===== config.mk =====
export PLATFORM = sky130hd
export DESIGN_NAME = dl_slot_sched
export DESIGN_NICKNAME = d
export VERILOG_FILES = /design/src/rtl/lsd_pkg.sv /design/src/rtl/lsd_offset.sv /design/src/rtl/lsd_occ.sv /design/src/rtl/lsd_pick.sv /design/src/rtl/dl_slot_sched.sv
export SDC_FILE = /design/constraint.sdc
export NUM_CORES = 1
export LEC_CHECK = 0
export ABC_AREA = 0
export BUFFER_PORTS_ARGS = -buffer_cell sky130_fd_sc_hd__buf_2
export CORE_MARGIN = 8
export CORE_UTILIZATION = 31
export CTS_CLUSTER_SIZE = 40
export DETAILED_ROUTE_END_ITERATION = 6
export GPL_TIMING_DRIVEN = 0
export PLACE_DENSITY = 0.57
export SLEW_MARGIN = 0
export SYNTH_ARGS = -nofsm -noshare
export SYNTH_HDL_FRONTEND = slang
export SYNTH_SLANG_ARGS = --single-unit

===== constraint.sdc =====
create_clock -name clk -period 2.7 [get_ports clk]
set_clock_uncertainty 0.1 [all_clocks]
set_input_delay 0.405 -clock clk [delete_from_list [all_inputs] [get_ports clk]]
set_output_delay 0.405 -clock clk [all_outputs]
set_load 0.005 [all_outputs]

===== src/rtl/lsd_pkg.sv =====
package lsd_pkg;

   // width of an index able to address v items, never below one bit
   function automatic int unsigned idx_width(int unsigned v);
      return (v <= 1) ? 1 : $clog2(v);
   endfunction

   function automatic bit is_pow2(int unsigned v);
      return (v != 0) && ((v & (v - 1)) == 0);
   endfunction

endpackage


===== src/rtl/lsd_offset.sv =====
module lsd_offset #(
   parameter int unsigned N_PORTS = 4,
   parameter int unsigned PW      = 2
) (
   input  logic [PW-1:0] src_i,
   input  logic [PW-1:0] dst_i,
   input  logic [PW-1:0] slot_i,
   output logic [PW-1:0] delta_o
);

   generate
      if (lsd_pkg::is_pow2(N_PORTS)) begin : g_wrap
         // modulo is free: natural wrap of the PW-bit difference
         assign delta_o = dst_i - src_i - slot_i;
      end else begin : g_mod
         localparam int unsigned AW = PW + 2;
         logic [AW-1:0] acc;
         assign acc     = {2'b00, dst_i} + AW'(2 * N_PORTS)
                        - {2'b00, src_i} - {2'b00, slot_i};
         assign delta_o = PW'(acc % AW'(N_PORTS));
      end
   endgenerate

endmodule


===== src/rtl/lsd_occ.sv =====
module lsd_occ #(
   parameter int unsigned LINES = 12,
   parameter int unsigned LW    = 4
) (
   input  logic             clk,
   input  logic             rst_n,
   input  logic             mark_i,
   input  logic [LW-1:0]    mark_line_i,
   output logic [LINES-1:0] occ_o
);

   localparam int unsigned OW = LINES - 1;

   // bit j: exit slot j slots ahead of the current one is claimed
   logic [OW-1:0]    occ_q;
   logic [LINES-1:0] mark_vec;
   logic [LINES-1:0] nxt;

   always_comb begin
      mark_vec = '0;
      if (mark_i) mark_vec[mark_line_i] = 1'b1;
   end

   // claim, then age by one slot; a delay-0 claim leaves at once
   assign nxt = ({1'b0, occ_q} | mark_vec) >> 1;

   always_ff @(posedge clk) begin
      if (!rst_n) occ_q <= '0;
      else        occ_q <= nxt[OW-1:0];
   end

   // top position (longest delay) is never claimed by an earlier cell
   assign occ_o = {1'b0, occ_q};


   shift_keep_chk: assert property (@(posedge clk) disable iff (!rst_n)
      ((~occ_q) & ($past(occ_q) >> 1)) == '0);


   one_new_claim_chk: assert property (@(posedge clk) disable iff (!rst_n)
      $onehot0(occ_q & ~($past(occ_q) >> 1)));


   claim_set_chk: assert property (@(posedge clk) disable iff (!rst_n)
      (mark_i && mark_line_i != '0) |=> occ_q[$past(mark_line_i) - 1'b1]);

endmodule


===== src/rtl/lsd_pick.sv =====
module lsd_pick #(
   parameter int unsigned N_PORTS = 4,
   parameter int unsigned DEPTH   = 3,
   parameter int unsigned LINES   = 12,
   parameter int unsigned PW      = 2,
   parameter int unsigned LW      = 4
) (
   input  logic [PW-1:0]    delta_i,
   input  logic [LINES-1:0] occ_i,
   output logic             found_o,
   output logic [LW-1:0]    line_o
);

   logic [LW-1:0]    cand [DEPTH];
   logic [DEPTH-1:0] free;

   generate
      for (genvar k = 0; k < DEPTH; k++) begin : g_cand
         assign cand[k] = LW'(delta_i) + LW'(k * N_PORTS);
         assign free[k] = ~occ_i[cand[k]];
      end
   endgenerate

   // priority to the smallest rotation count
   always_comb begin
      found_o = 1'b0;
      line_o  = cand[0];
      for (int k = DEPTH - 1; k >= 0; k--) begin
         if (free[k]) begin
            found_o = 1'b1;
            line_o  = cand[k];
         end
      end
   end

endmodule


===== src/rtl/dl_slot_sched.sv =====
module dl_slot_sched #(
   parameter int unsigned N_PORTS = 4,
   parameter int unsigned DEPTH   = 3,
   localparam int unsigned PW     = lsd_pkg::idx_width(N_PORTS),
   localparam int unsigned LINES  = N_PORTS * DEPTH,
   localparam int unsigned LW     = lsd_pkg::idx_width(LINES)
) (
   input  logic          clk,
   input  logic          rst_n,
   input  logic          arr_valid,
   input  logic [PW-1:0] arr_src,
   input  logic [PW-1:0] arr_dst,
   input  logic [PW-1:0] slot_idx,
   output logic          sel_valid,
   output logic [LW-1:0] sel_line,
   output logic          drop
);

   generate
      if (N_PORTS < 2) begin : g_bad_ports
         $error("dl_slot_sched: N_PORTS must be at least 2");
      end
      if (DEPTH < 1) begin : g_bad_depth
         $error("dl_slot_sched: DEPTH must be at least 1");
      end
   endgenerate

   logic [PW-1:0]    delta;
   logic [LINES-1:0] occ;
   logic             found;
   logic [LW-1:0]    pick_line;

   lsd_offset #(.N_PORTS(N_PORTS), .PW(PW)) offset_i (
      .src_i   (arr_src),
      .dst_i   (arr_dst),
      .slot_i  (slot_idx),
      .delta_o (delta)
   );

   lsd_pick #(.N_PORTS(N_PORTS), .DEPTH(DEPTH), .LINES(LINES),
              .PW(PW), .LW(LW)) pick_i (
      .delta_i (delta),
      .occ_i   (occ),
      .found_o (found),
      .line_o  (pick_line)
   );

   lsd_occ #(.LINES(LINES), .LW(LW)) occ_i (
      .clk         (clk),
      .rst_n       (rst_n),
      .mark_i      (sel_valid),
      .mark_line_i (sel_line),
      .occ_o       (occ)
   );

   assign sel_valid = arr_valid & found;
   assign drop      = arr_valid & ~found;
   assign sel_line  = pick_line;


   one_outcome_chk: assert property (@(posedge clk) disable iff (!rst_n)
      arr_valid |-> $onehot({sel_valid, drop}));


   idle_quiet_chk: assert property (@(posedge clk) disable iff (!rst_n)
      !arr_valid |-> (!sel_valid && !drop));


   residue_chk: assert property (@(posedge clk) disable iff (!rst_n)
      sel_valid |-> ((int'(sel_line) % int'(N_PORTS)) == int'(delta)));


   free_pick_chk: assert property (@(posedge clk) disable iff (!rst_n)
      sel_valid |-> !occ[sel_line]);


   last_line_chk: assert property (@(posedge clk) disable iff (!rst_n)
      (arr_valid && int'(delta) == int'(N_PORTS) - 1) |-> sel_valid);

endmodule


Word level (Yosys, flattened, before mapping). Cells that the tools add are included.

Reduce and logical (&&, ||, !) cells: 1. Bitwise operators: 4. Add/subtract/negate cells: 4. Multiplexer cells: 15. Magnitude comparators: 5.

Operator list (number): less-than comparator 4 x 5 -> 1 bit, second input constant (3); two-way mux 12 bit (1); two-way mux 4 bit (3); bitwise OR 11 x 12 -> 12 bit (1); binary-select mux 1 bit (select 4 bit) (2); two-way mux 1 bit (7); less-than comparator 2 x 5 -> 1 bit, second input constant (1); adder 2 x 3 -> 4 bit, second input constant (1); adder 2 x 4 -> 4 bit, second input constant (1); demux 1 bit (select 4 bit) (1); greater-or-equal comparator 4 x 1 -> 1 bit, second input constant (1); subtractor 2 bit (2); AND 1 bit (2); binary-select mux 1 bit (select 2 bit) (1); logical AND 1 bit (1); NOT 1 bit (1).

Input port bits: 9. Flip-flop bits (word level): 11. Logic and storage cells: 30.

Longest topological paths before layout. Gate-level depths: netlist of run 1.

Depth in word-level cells: 14. Depth in mapped cells: 8.

Cells and area by module. From an unflattened synthesis of run 1, not the netlist that was laid out.

Cell total of the unflattened synthesis: 59. Area, all modules: 573.0 µm².

By module, submodules not included: lsd_occ (cells each 42, area an instance 396.6 µm², instances 1); lsd_pick (cells each 8, area an instance 102.6 µm², instances 1); lsd_offset (cells each 7, area an instance 57.6 µm², instances 1); dl_slot_sched (cells each 2, area an instance 16.3 µm², instances 1).

Least setup slack after synthesis of run 1. No wires, ideal clock.

Path type: in2out. From: in arr_src[0]. To: out sel_valid. Stages on the path: 5. Path slack: 0.033 ns. Data arrival time: 2.162 ns. Path through: inv_1 -> fa_1 -> clkbuf_1 -> mux4_2 -> a31oi_1.

Longest elaborated chain between the ends: 9.

RTL lines: start: declaration (line dl_slot_sched.sv:11) `input logic [PW-1:0] arr_src,`; subtractor 2 bit * (2 in series) (line lsd_offset.sv:14) `assign delta_o = dst_i - src_i - slot_i;`; adder 2 x 4 -> 4 bit (line lsd_pick.sv:19) `assign cand[k] = LW'(delta_i) + LW'(k * N_PORTS);`; binary-select mux 1 bit (select 4 bit) (line lsd_pick.sv:20) `assign free[k] = ~occ_i[cand[k]];`; two-way mux 1 bit (implied by the code) (line lsd_pick.sv:20); two-way mux 1 bit (2 in series) (line lsd_pick.sv:29) `if (free[k]) begin`; two-way mux 1 bit * (line lsd_pick.sv:29); AND 1 bit * (line dl_slot_sched.sv:56) `assign sel_valid = arr_valid & found;`; end: declaration (line dl_slot_sched.sv:14) `output logic sel_valid,`.

Mark *: on every way between the ends. The rest lies on a longest branch, timed or not. The select of a mux whose other input is x is not followed.

Final worst setup path of run 1.
From: in arr_dst[0]. To: out sel_valid.

Longest elaborated chain between the ends: 9.

RTL lines: start: declaration (line dl_slot_sched.sv:12) `input logic [PW-1:0] arr_dst,`; subtractor 2 bit * (2 in series) (line lsd_offset.sv:14); adder 2 x 4 -> 4 bit (line lsd_pick.sv:19); binary-select mux 1 bit (select 4 bit) (line lsd_pick.sv:20); two-way mux 1 bit (implied by the code) (line lsd_pick.sv:20); two-way mux 1 bit (2 in series) (line lsd_pick.sv:29); two-way mux 1 bit * (line lsd_pick.sv:29); AND 1 bit * (line dl_slot_sched.sv:56).

Marked as above.

==> impl_metrics.toml, run 1 <==
[die]
die_h_um = 58.8
start_util_pct = 32.8
die_area_um2 = 3450
core-area_um2 = 1730
io_pins = 15
die_x_um = 58.8
rows = 15

[final_layout]
ff_latch_area_um2 = 220
fillers = 183
layout.nets = 89
finalInstanceArea_um2 = 749
regMostFlops = "occ_i.occ_q"
n_antenna_cell = 0
reg.largest.list = "occ_i.occ_q: 11 flops"
layout-drive-gt1-share_pct = 42.3
post_layout_nonfiller_instances = 103
synthToLayoutAreaGrowth_pct = 32.2
final_util_pct = 43.4
multi_input_area_um2 = 329
largest_register_ffs = 11

[grt]
grt_overflow = 0
grt_pass1_vias = 496
antenna_found_initial = 0
grt_pass1_wl_mm = 2.08
grt_max_degree = 11
groute.usage.overall_pct = 7.94

[setup_path]
cp_max_fo = 3
cp_data_arrival_time_ps = 2150
cp.required_ps = 2190
critPathKind = "in -> out"
critPathCaptureType = "output port"
start_kind = "primary input"

[sta]
final-hold-violation-count = 0
fin_ws_ps = 49.8
tightest_slew_ps = 406
period_needed_ps = 2650
worst_hold_slack_ps = 340
rsz0062_at_grt = "false"
setup_viol = 0
period_share_pct = 98.2
slew_viol_final = 0
timing.fmax_mhz = 377
setup_tns_ps = 0
relSlewSlack_pct = 72.9

[routing]
drtAntennaViolNets = 0
dr.pass1.iters = 4
vias = 496
finalWirelength_mm = 1.28
viasPerCell = 4.82
wire_per_inst_um = 12.4
drc = 0
drt_iter0_drc = 21

[clock_network]
cts_buffers = 3
clockBufferDepth = 2
clkLatencyLatePin_ps = 270
cts_tree = "yes"
root_buffer = "clkbuf_4"
hold_buffers = 0
clk_pin_slew_ps = 70
clkSinkCount = 11
htreeDepth = 1

[synthesis]
synth_most_common_cell = "dfxtp_1"
synth_common_cells = "dfxtp_1, nand2_1, inv_1, nor2_1"
synth_ff_type = "dfxtp_1"
synth_area_per_cell_um2 = 10.1
yosysUniqueCellTypes = 26
ys_ff_latch = 11
synth.area.top_cells = "dfxtp_1, mux4_2, nand2_1, a32o_1, fa_1"
yosys_warnings = 0
syn_nets = 66
async_reset_ff_share_pct = 0
synth_top_area_share_pct = 38.9
ys_seq_area_share_pct = 38.9
synthCells = 56
synth_edf_count = 0
netlist_area_um2 = 567
synth_top_area_cell = "dfxtp_1"

[min_path]
hold_class = "in -> reg"

[placed_design]
dpl.cell_count = 95
place_ws_ps = -301
place_congestion = 0.765
dp_hpwl_um = 941
io_buffers = 14
placed_cell_area_um2 = 668

[power]
p_sw_share_pct = 29.5
p_switching_mw = 0.117
p_per_area_nw_per_um2 = 528
power.share.clock_pct = 28.5
power_mw = 0.396
p_int_mw = 0.279
seqPwrFrac_pct = 42.8
pwr-share-comb_pct = 28.8
vdd_drop_max_v = 0.000237
leakagePower_nw = 0.334

[run_status]
status = "completed"

[job]
cap_violations = 0
==> power groups by stage <==
stage	Combinational (mW)	Sequential, mW	Clock (mW)
6_report	0.114	0.169	0.113
5_1_grt	0.123	0.170	0.122
3_5_place_dp	0.0942	0.173	0
4_1_cts	0.111	0.169	0.113
2_1_floorplan	0.0675	0.172	0
3_3_place_gp	0.0945	0.173	0
==> metal layers <==
layer	vias to the layer above	routed length [µm]	share of wire, %	GRT usage [%]
met3	2	106	8.3	5.22
met2	11	664	52	13.7
met1	236	499	39	7.23
met4	0	10	0.78	3.07
li1	247	-	-	-
met5	-	0	0	0
==> critical path, stage by stage <==
cell	delay [ps]
buf_2	110
fa_2	590
clkbuf_8	140
mux4_2	570
a31oi_1	190
buf_2	140
==> placed cells by master (no fill, tap or decap), drive strengths merged <==
| cell type | netlist | layout |
|---|---|---|
| a31oi | 3 | 3 |
| a32o | 2 | 2 |
| o21a | 1 | 1 |
| xnor2 | 2 | 2 |
| xor2 | 1 | 1 |
| clkbuf | 3 | 7 |
| nand3 | 1 | 1 |
| nor3b | 1 | 1 |
| o21ai | 1 | 1 |
| o41ai | 3 | 3 |
| inv | 5 | 5 |
| nor4 | 1 | 1 |
| nor2 | 4 | 4 |
| mux2i | 1 | 1 |
| a22o | 2 | 2 |
| fa | 1 | 1 |
| mux4 | 2 | 2 |
| nor2b | 3 | 3 |
| dfxtp | 11 | 11 |
| buf | 0 | 18 |
| nand2 | 7 | 7 |
| nor3 | 1 | 1 |
==> final timing paths <==
| path | start | endpoint | slack (ps) | cells after the start |
|---|---|---|---|---|
| worst max-delay path | arr_dst[0] | sel_valid | 50 | 6 |
| worst min-delay path | arr_valid | occ_i.occ_q[0] | 340 | 3 |
| worst max register to register | occ_i.occ_q[3] | occ_i.occ_q[5] | 1110 | 4 |
| worst min register to register | occ_i.occ_q[10] | occ_i.occ_q[9] | 360 | 2 |
==> cells by family after synthesis <==
kind of cell	after synthesis	share of synthesized area, %
buffers and inverters	8	5.74
muxes	3	9.71
and+or+nand+nor	18	17.4
xor gates and xnor gates	3	5.96
DFF	11	38.9
AOI/OAI and AO/OA	12	18.8
adders and majority gates	1	3.53
==> repair_timing <==
item,CTS,global route
setup endpoints to repair,4,3
pin swaps,3,3
gates resized for setup,5,1
buffers inserted,3,1
==> cell type report <==
class	instances	share of cell area [%]
clock buffers	4	3.51
inverters	5	2.84
plain buffers	3	2.84
well taps	25	4.17
multi-input cells	37	43.9
repair buffers	18	13.4
flip-flops and latches	11	29.4
No activity file was read; power rests on OpenSTA's default activity.
==> run 2: changes to the inputs <==
Clock period 2.7 ns to 2.6 ns, I/O delays scaled along.
==> run 2 against run 1 <==
  * The flow now finishes with violations (negative setup slack)
  * Combinational power up 25%
  * Power up 9.4%
  * Global-route usage up 0.75 points
  * Critical path depth up 1
  * Critical path type unchanged
  * Critical endpoint unchanged
==> impl_metrics.toml, run 2 (synthesized netlist as in run 1, its figures left out) <==
[run_status]
violations = "negative setup slack"
status = "complete, but fails checks"

[clock_network]
clkLatencyLatePin_ps = 270
clk_pin_slew_ps = 70
root_buffer = "clkbuf_4"
htreeDepth = 1
cts_buffers = 3
clockBufferDepth = 2
clkSinkCount = 11
cts_tree = "yes"

[setup_path]
crit_chain = "buf_6, inv_2, fa_2, buf_8, mux4_2, a31oi_1, buf_2"
cp_data_arrival_time_ps = 2110
cp_max_fo = 3
cp_num_cells = 7
critPathCaptureType = "output port"
worst_r2r_endpoint = "occ_i.occ_q[3]"
cp.required_ps = 2110
start_kind = "primary input"
worst_path_max_delay_cell = "fa_2"
slowest_delay_ps = 580
r2r_cells = 4
cp_num_buf_inv = 4
r2r_slack_ps = 1000
worst_r2r_startpoint = "occ_i.occ_q[3]"
crit_family = "adder cells"
critPathKind = "in -> out"

[sta]
tightest_slew_ps = 442
rsz0062_at_grt = "true"
slew_viol_final = 0
timing.fmax_mhz = 385
period_share_pct = 100
relSlewSlack_pct = 70.6
period_needed_ps = 2600
worst_hold_slack_ps = 344
fin_ws_ps = -0.404
setup_viol = 1
final-hold-violation-count = 0

[grt]
grt_pass1_wl_mm = 2.25
grt_overflow = 0
groute.usage.overall_pct = 8.69
grt_pass1_vias = 498
antenna_found_initial = 0
grt_max_degree = 11

[power]
p_per_area_nw_per_um2 = 546
vdd_drop_max_v = 0.000287
leakagePower_nw = 0.356

[die]
die_area_um2 = 3450
start_util_pct = 32.8
rows = 15
die_h_um = 58.8
die_x_um = 58.8
core-area_um2 = 1730
io_pins = 15

[final_layout]
regMostFlops = "occ_i.occ_q"
layout.nets = 93
largest_register_ffs = 11
synthToLayoutAreaGrowth_pct = 40.0
mostFrequentLayoutCells = "buf_2, dfxtp_1, buf_4"
layout-drive-gt1-share_pct = 46.3
reg.largest.list = "occ_i.occ_q: 11 flops"
n_antenna_cell = 0
layout_commonest_cell = "buf_2"

[routing]
drt_iter0_drc = 6
dr.pass1.iters = 4
vias = 521
viasPerCell = 4.87
finalWirelength_mm = 1.39
drtAntennaViolNets = 0
drc = 0
wire_per_inst_um = 13.0

[placed_design]
dp_hpwl_mm = 1.03
place_congestion = 0.764
io_buffers = 14
place_ws_ps = -288

[min_path]
hold_class = "in -> reg"
hold_end = "occ_i.occ_q[0]"
hold_depth = 3
worstHoldStart = "arr_valid"

[job]
cap_violations = 0
run 2: cell types whose count changed in the layout (fill, tap and decap cells not counted), sizes merged:
cell    before  now
clkbuf       7    6
buf         18   23
run 2: worst max path at each step:
stage               start         to  slack, ps
2_1_floorplan  arr_src[0]       drop         90
4_1_cts        arr_dst[0]  sel_valid         -9
3_3_place_gp   arr_src[0]       drop       -260
6_report       arr_src[0]  sel_valid       -0.4
3_5_place_dp   arr_src[0]       drop       -290
5_1_grt        arr_src[0]  sel_valid        -30
run 2: worst reg2reg max path, cell delays in order (launching register included):
cell	delay (ps)
dfxtp_1	310
mux4_2	530
nor2b_4	170
buf_4	140
a32o_1	240
run 2: through the flow:
| stage | setup TNS, ps | util, % | instance area (µm²) | power (mW) | cells |
|---|---|---|---|---|---|
| floorplan | 0 | - | 568 | 0.250 | 56 |
| global placement | -845 | 38.8 | 669 | 0.279 | 95 |
| detailed placement | -991 | 38.8 | 669 | 0.281 | 95 |
| CTS | -9.07 | 43.5 | 751 | 0.419 | 103 |
| global route | -47.2 | 45.9 | 793 | 0.462 | 107 |
| finish | -0.404 | 45.9 | 793 | 0.433 | 107 |
run 2: layout make-up:
class	instances	area [µm²]
inverter	5	21.3
fill	187	933
buffer	3	22.5
tap	25	31.3
multi-input combinational	37	329
timing repair buffer	22	143
sequential	11	220
clock buffer	4	26.3
run 2: power breakdown:
part	switching, mW	internal, mW
Sequential	0.00220	0.174
Clock	0.0552	0.0594
Combinational	0.0680	0.0742
run 2: per-layer routing:
layer / vias to the layer above / global-route usage [%] / wire (µm)
met5: - / 0 / 0
met4: 0 / 2.05 / 10
met3: 2 / 5.00 / 92
met2: 8 / 14.8 / 749
met1: 255 / 8.96 / 542
li1: 256 / - / -
run 2: repair_timing:
item,CTS,global route
buffers inserted,4,4
hold buffers,0,0
pin swaps,4,4
setup endpoints to repair,4,4
gates resized for setup,6,3
==> run 3: changes to the inputs <==
Settings changed: CORE_MARGIN 8 to 2, PLACE_DENSITY 0.57 to 0.59.
Clock period 2.6 ns to 2.14 ns, I/O delays scaled along.
==> run 3 against run 2 <==
  * The flow still finishes with violations (negative setup slack)
  * Global-route usage rose by 4.5 points
  * Utilization rose by 2.4 points
  * Sequential power rose by 21%
  * Die area fell by 37%
  * Clock power rose by 26%
  * Register-to-register slack got worse by 390 ps
  * Sequential share of layout area fell by 1.4 points
  * Power rose by 22%
  * Hold slack got worse by 97 ps
  * Combinational power rose by 21%
  * Flip-flop and latch count did not move
  * Non-clock buffer count did not move
  * Largest cell class unchanged
  * Largest power group unchanged
==> impl_metrics.toml, run 3 (synthesized netlist as in run 1, its figures left out) <==
[grt]
antenna_found_initial = 0
grt_overflow = 0
groute.usage.overall_pct = 13.1
grt_pass1_vias = 459
grt_pass1_wl_mm = 1.93
grt_max_degree = 11

[die]
start_util_pct = 32.8
rows = 15
io_pins = 15
die_h_um = 46.8
die_x_um = 46.8
die_area_um2 = 2190
core-area_um2 = 1730

[routing]
wire_per_inst_um = 12.3
vias = 515
drtAntennaViolNets = 0
drc = 0
dr.pass1.iters = 4
viasPerCell = 4.81
drt_iter0_drc = 12
finalWirelength_mm = 1.32

[sta]
setup_viol = 6
tightest_slew_ps = 433
period_share_pct = 113
slew_viol_final = 0
relSlewSlack_pct = 71.1
rsz0062_at_grt = "true"
setup_tns_ps = -1050
period_needed_ps = 2420
fin_ws_ps = -278
final-hold-violation-count = 0
timing.fmax_mhz = 414

[setup_path]
cp_max_fo = 3
crit_chain = "buf_6, inv_4, fa_2, clkbuf_8, mux4_2, a31oi_1, buf_2"
cp.required_ps = 1720
critPathKind = "in -> out"
cp_data_arrival_time_ps = 2000
start_kind = "primary input"
slowest_delay_ps = 560
critPathCaptureType = "output port"
worst_path_max_delay_cell = "fa_2"

[clock_network]
cts_buffers = 3
root_buffer = "clkbuf_4"
clkLatencyLatePin_ps = 280
clkSinkCount = 11
clk_pin_slew_ps = 70
htreeDepth = 1
hold_buffers = 0
cts_tree = "yes"
clockBufferDepth = 2

[power]
p_sw_share_pct = 30.0
pwr-share-comb_pct = 32.4
p_switching_mw = 0.159
seqPwrFrac_pct = 40.3
power.share.clock_pct = 27.4
vdd_drop_max_v = 0.000293
p_per_area_nw_per_um2 = 635
p_int_mw = 0.371
leakagePower_nw = 0.365

[run_status]
status = "complete, but fails checks"
violations = "negative setup slack"

[min_path]
hold_class = "in -> reg"

[final_layout]
reg.largest.list = "occ_i.occ_q: 11 flops"
mostFrequentLayoutCells = "buf_2, dfxtp_1, buf_4"
layout_commonest_cell = "buf_2"
layout-drive-gt1-share_pct = 50.0
n_antenna_cell = 0
finalInstanceArea_um2 = 835
synthToLayoutAreaGrowth_pct = 47.2
layout.nets = 93
largest_register_ffs = 11
regMostFlops = "occ_i.occ_q"

[placed_design]
place_ws_ps = -556
placed_cell_area_um2 = 693
place_congestion = 0.741
dp_hpwl_um = 877
io_buffers = 14

[job]
cap_violations = 0
## run 3: changes by cell type in the layout (fill, tap and decap cells not counted), sizes merged
cell,previous run,this run
clkbuf,6,7
buf,23,22
## run 3: final cells by class
class,instances,area (µm²)
sequential,11,220
tap,25,31.3
inverter,5,23.8
buffer,3,21.3
multi-input combinational,37,365
clock buffer,4,26.3
fill,179,892
timing repair buffer,22,146
## run 3: path summary, 6_finish.rpt
kind	slack (ps)	start	to	cells past startpoint
setup / recovery	-280	slot_idx[0]	sel_valid	7
hold / removal	250	arr_valid	occ_i.occ_q[0]	3
setup reg to reg	610	occ_i.occ_q[3]	occ_i.occ_q[3]	4
hold reg to reg	360	occ_i.occ_q[6]	occ_i.occ_q[5]	1
## run 3: per-layer routing
| layer | vias up | GRT usage (%) | wire (µm) |
|---|---|---|---|
| met4 | 0 | 5.00 | 12 |
| met1 | 244 | 15.1 | 565 |
| met2 | 14 | 20.8 | 667 |
| met3 | 3 | 6.92 | 69 |
| met5 | - | 0 | 0 |
| li1 | 254 | - | - |
## run 3: critical path: cells and delay by family
family | cells | cell delay [ps]
fa+ha+maj | 1 | 560
mux | 1 | 560
compound gates | 1 | 180
buf+inv | 4 | 370
## run 3: repair_timing
action / in CTS / in global routing
endpoints found under the setup margin: 9 / 7
gates resized for setup: 3 / 6
pin swaps: 5 / 7
buffers inserted: 5 / 4
## run 3: stage by stage
step | utilization, % | power (mW) | hold WS, ps | cells
after floorplan | - | 0.312 | 319 | 56
after global placement | 40.1 | 0.346 | 337 | 95
after detailed placement | 40.1 | 0.347 | 345 | 95
after CTS | 45.5 | 0.525 | 239 | 104
after global routing | 48.3 | 0.563 | 273 | 107
final | 48.3 | 0.530 | 247 | 107
## run 3: power groups by stage
stage	Sequential, mW	Combinational (mW)	Clock [mW]
6_report	0.213	0.172	0.145
5_1_grt	0.214	0.186	0.163
4_1_cts	0.214	0.158	0.153
3_5_place_dp	0.218	0.128	0
3_3_place_gp	0.218	0.128	0
2_1_floorplan	0.218	0.0940	0
